**config.mk**
```make
export PLATFORM = sky130hd
export DESIGN_NAME = rotl_flag_unit
export DESIGN_NICKNAME = d
export VERILOG_FILES = /design/src/rtl/rotl_pkg.sv /design/src/rtl/rotl_lane.sv /design/src/rtl/rotl_pick.sv /design/src/rtl/rotl_merge.sv /design/src/rtl/rotl_flag_unit.sv
export SDC_FILE = /design/constraint.sdc
export NUM_CORES = 1
export LEC_CHECK = 0
export ABC_AREA = 1
export CAP_MARGIN = 40
export CORE_MARGIN = 5
export CORE_UTILIZATION = 68
export DETAILED_ROUTE_END_ITERATION = 8
export DONT_BUFFER_PORTS = 1
export GPL_ROUTABILITY_DRIVEN = 0
export PLACE_DENSITY_LB_ADDON = 0.12
export SLEW_MARGIN = 20
export SYNTH_ARGS = -nofsm -noshare
export SYNTH_HDL_FRONTEND = slang
export SYNTH_SLANG_ARGS = --single-unit
```
**constraint.sdc**
```tcl
create_clock -name vclk -period 2.4
set_input_delay 0 -clock vclk [all_inputs]
set_output_delay 0 -clock vclk [all_outputs]
set_load 0.01 [all_outputs]
```
**src/rtl/rotl_pkg.sv**
```systemverilog
package rotl_pkg;

  typedef enum logic [1:0] {
    RSZ_BYTE = 2'b00,
    RSZ_WORD = 2'b01,
    RSZ_LONG = 2'b10,
    RSZ_LALT = 2'b11
  } rot_size_e;

  typedef struct packed {
    logic h;
    logic n;
    logic z;
    logic v;
    logic c;
  } ccr_t;

  localparam int NUM_LANES = 3;

  // lane index 0 = byte, 1 = word, 2 = long
  function automatic int lane_of(input logic [1:0] sz);
    case (sz)
      RSZ_BYTE: lane_of = 0;
      RSZ_WORD: lane_of = 1;
      default:  lane_of = 2;
    endcase
  endfunction

endpackage

```
**src/rtl/rotl_lane.sv**
```systemverilog
module rotl_lane #(
  parameter int W     = 8,
  parameter int OUT_W = 32
) (
  input  logic [W-1:0]     data_i,
  input  logic             two_i,
  output logic [OUT_W-1:0] rot_o,
  output logic             carry_o,
  output logic             neg_o,
  output logic             zero_o
);

  logic [W-1:0] step1;
  logic [W-1:0] step2;
  logic [W-1:0] res;

  always_comb begin
    step1   = {data_i[W-2:0], data_i[W-1]};
    step2   = {step1[W-2:0], step1[W-1]};
    res     = two_i ? step2 : step1;
    // last bit shifted out has just been wrapped into bit 0
    carry_o = res[0];
    neg_o   = res[W-1];
    zero_o  = ~|res;
    rot_o   = OUT_W'(res);
  end

endmodule

```
**src/rtl/rotl_pick.sv**
```systemverilog
module rotl_pick #(
  parameter int LONG_W = 32,
  parameter int LANES  = 3
) (
  input  logic [1:0]        size_i,
  input  logic [LONG_W-1:0] rot_i   [LANES],
  input  logic [LANES-1:0]  carry_i,
  input  logic [LANES-1:0]  neg_i,
  input  logic [LANES-1:0]  zero_i,
  output logic [LONG_W-1:0] res_o,
  output logic              carry_o,
  output logic              neg_o,
  output logic              zero_o
);
  import rotl_pkg::*;

  int sel;

  always_comb begin
    sel     = lane_of(size_i);
    res_o   = rot_i[sel];
    carry_o = carry_i[sel];
    neg_o   = neg_i[sel];
    zero_o  = zero_i[sel];
  end

endmodule

```
**src/rtl/rotl_merge.sv**
```systemverilog
module rotl_merge #(
  parameter int LONG_W = 32
) (
  input  logic [1:0]        size_i,
  input  logic [LONG_W-1:0] old_i,
  input  logic [LONG_W-1:0] res_i,
  output logic [LONG_W-1:0] reg_o
);
  import rotl_pkg::*;

  localparam int WORD_W = LONG_W / 2;
  localparam int BYTE_W = LONG_W / 4;
  localparam logic [LONG_W-1:0] KEEP_BYTE = {{(LONG_W-BYTE_W){1'b1}}, {BYTE_W{1'b0}}};
  localparam logic [LONG_W-1:0] KEEP_WORD = {{(LONG_W-WORD_W){1'b1}}, {WORD_W{1'b0}}};

  logic [LONG_W-1:0] keep;

  always_comb begin
    case (size_i)
      RSZ_BYTE: keep = KEEP_BYTE;
      RSZ_WORD: keep = KEEP_WORD;
      default:  keep = '0;
    endcase
    reg_o = (old_i & keep) | (res_i & ~keep);
  end

endmodule

```
**src/rtl/rotl_flag_unit.sv**
```systemverilog
module rotl_flag_unit #(
  parameter int LONG_W = 32
) (
  input  logic [LONG_W-1:0] src_i,
  input  logic [1:0]        size_i,
  input  logic              count_two_i,
  input  logic [4:0]        flags_i,
  output logic [LONG_W-1:0] reg_o,
  output logic [LONG_W-1:0] mem_o,
  output logic [4:0]        flags_o
);
  import rotl_pkg::*;

  logic [LONG_W-1:0]    lane_rot [NUM_LANES];
  logic [NUM_LANES-1:0] lane_c;
  logic [NUM_LANES-1:0] lane_n;
  logic [NUM_LANES-1:0] lane_z;
  logic                 sel_c;
  logic                 sel_n;
  logic                 sel_z;
  ccr_t                 prev;
  ccr_t                 next;

  for (genvar g = 0; g < NUM_LANES; g++) begin : g_lane
    localparam int LW = LONG_W >> (NUM_LANES - 1 - g);
    rotl_lane #(.W(LW), .OUT_W(LONG_W)) u_lane (
      .data_i  (src_i[LW-1:0]),
      .two_i   (count_two_i),
      .rot_o   (lane_rot[g]),
      .carry_o (lane_c[g]),
      .neg_o   (lane_n[g]),
      .zero_o  (lane_z[g])
    );
  end

  rotl_pick #(.LONG_W(LONG_W), .LANES(NUM_LANES)) u_pick (
    .size_i  (size_i),
    .rot_i   (lane_rot),
    .carry_i (lane_c),
    .neg_i   (lane_n),
    .zero_i  (lane_z),
    .res_o   (mem_o),
    .carry_o (sel_c),
    .neg_o   (sel_n),
    .zero_o  (sel_z)
  );

  rotl_merge #(.LONG_W(LONG_W)) u_merge (
    .size_i (size_i),
    .old_i  (src_i),
    .res_i  (mem_o),
    .reg_o  (reg_o)
  );

  always_comb begin
    prev   = ccr_t'(flags_i);
    next.h = prev.h;
    next.n = sel_n;
    next.z = sel_z;
    next.v = 1'b0;
    next.c = sel_c;
    flags_o = next;
  end

endmodule

```
==> results.yml <==
clock_tree:
  cts_resized: 0
  post_cts_buffers: 0
  cts_hold_buf: 0
synth:
  yosys.area_share.xor_xnor_pct: 0
  synth_top_family_by_area: "simple AND/OR/NAND/NOR gates"
  ys_seq_area_share_pct: 0
  synth-adder-area-share_pct: 0
  synth_compound_area_share_pct: 18.6
  ys_types: 18
  muxShareOfSynthArea_pct: 0
  syn_area_mm2: 0.00122
  syn_nets: 306
  synthCells: 266
  synth_area_per_cell_um2: 4.59
  yosysWarningCount: 0
  synthSimpleGateAreaFrac_pct: 52.3
drt:
  via_per_inst: 5.24
  finalWirelength_mm: 3.19
  routedWlPerCell_um: 12.0
  dr.pass1.iters: 4
  ant_nets: 0
  dr_total_vias: 1393
  drtIter0Drc: 26
  route.detailed.drc: 0
timing:
  rsz0062_at_grt: "no"
  finalSetupTns_ps: 0
  max_slew_margin_pct: 45.9
  min_period_ps: 1110
  hold_violations: 0
  worst_pin_slew_ps: 803
  clock.fmax_ghz: 0.899
  fin_crit_sh_pct: 46.4
  slew_viol_final: 0
  setup_violations: 0
place:
  port_buffers: 0
  dpl.hpwl_mm: 2.54
  placed_cell_area_mm2: 0.00105
layout:
  seq_area_um2: 0
  syn_to_final_growth_pct: -13.8
  nets: 283
  clkbuf_count: 0
  seq_cell_count: 0
  final_area_mm2: 0.00105
  drive_gt1_share_pct: 2.49
  diodes: 0
grt:
  first_global_vias: 1144
  antenna_found_initial: 0
  gr-total-overflow: 0
  grt_max_degree: 47
  grt_pass1_wl_mm: 4.94
  gr-usage-all-layers_pct: 21.9
pwr:
  p_leak_nw: 0.665
  cellPowerDensity_mw_per_mm2: 216
  irDropWorstVdd_v: 0.000121
worst_setup_path:
  cp_common_cell: "nand2_1"
  required_ps: 2400
  max_stage_delay_ps: 630
  slowest_stage: "o21ai_0"
  worstPathMaxFanout: 3
  cp.arrival_ps: 1110
  crit_chain: "inv_1 -> o21ai_0 -> nor2_2 -> nand2_1 -> nor2_1 -> a21oi_1 -> nand2_1"
  critical-path-top-delay-family: "compound AO/OA/AOI/OAI gates"
  path_class: "in -> out"
  cp-end-kind: "output pin"
  critPathLaunchType: "input pin"
  path_buf_inv: 1
floorplanning:
  die_width_um: 52.4
  core_mm2: 0.00171
  die_h_um: 52.4
  dieArea_mm2: 0.00274
  std_cell_rows: 15
  pin_count: 109
  start_util_pct: 71.5
min_path:
  hp-class: "in -> out"
  hold_path_depth: 0
  hp-start: "flags_i[4]"
  holdPathEnd: "flags_o[4]"
status:
  outcome: "completed"
job:
  maxCapViolCount: 0
==> layout by cell type (no fill, tap or decap), types with 2 or more instances in the layout <==
cell / synthesis / layout
a21oi_1: 4 / 4
inv_1: 36 / 36
nand2_1: 115 / 115
nand2_2: 2 / 2
nand3_1: 6 / 6
nor2_1: 39 / 39
o211ai_1: 2 / 2
o21ai_0: 16 / 16
o21ai_1: 3 / 3
o21bai_1: 13 / 13
==> metal layers <==
layer | share of wire (%) | vias up | global-route usage (%)
li1 | - | 734 | -
met5 | 0 | - | 0
met3 | 10 | 0 | 2.85
met2 | 46 | 59 | 38.4
met4 | 0 | 0 | 0
met1 | 44 | 600 | 29.8
==> Yosys cell counts, drive strengths merged <==
library cell / number / share of area, %
nand2: 118 / 37
nor2: 40 / 13
inv: 37 / 12
buf: 25 / 17
o21ai: 19 / 7.8
o21bai: 13 / 8.0
nand3: 6 / 2.5
a21oi: 4 / 1.6
o211ai: 2 / 1.2
clkbuf: 1 / 0.31
conb: 1 / 0.31
==> final cells by class <==
| type | instances | area [µm²] |
|---|---|---|
| fillers | 212 | 656 |
| well taps | 25 | 31.3 |
| inverters | 37 | 144 |
| repair buffers | 1 | 7.51 |
| multi-input cells | 203 | 870 |
==> how the worst max path moves through the flow <==
stage | from | to | cells past startpoint
5_1_grt | src_i[3] | flags_o[2] | 7
4_1_cts | src_i[2] | flags_o[2] | 7
3_5_place_dp | src_i[2] | flags_o[2] | 7
2_1_floorplan | count_two_i | flags_o[2] | 8
3_3_place_gp | src_i[2] | flags_o[2] | 7
6_report | src_i[2] | flags_o[2] | 7
==> through the flow <==
step                setup WS, ps  power [mW]  util [%]  hold slack [ps]  instances
floorplan                   1340       0.248         -             91.8        266
global placement            1280       0.227      61.6            0.119        266
detailed placement          1270       0.228      61.6            0.119        266
CTS                         1270       0.229      61.6            0.119        266
global route                1150       0.258      61.6           0.0205        266
finish                      1290       0.228      61.6          0.00447        266
==> report_power, final <==
group | leakage [nW] | internal, mW | switching, mW | total (mW)
registers | 0 | 0 | 0 | 0
clock network | 0 | 0 | 0 | 0
logic | 0.665 | 0.0597 | 0.168 | 0.228
==> logic make-up (layout without fill, tap and decap cells) <==
logic type / after synthesis / in the layout
buf+inv: 63 / 38
other cells: 1 / 1
simple gates: 164 / 164
compound gates: 38 / 38
Note: power is estimated with default switching activity, not from simulation.
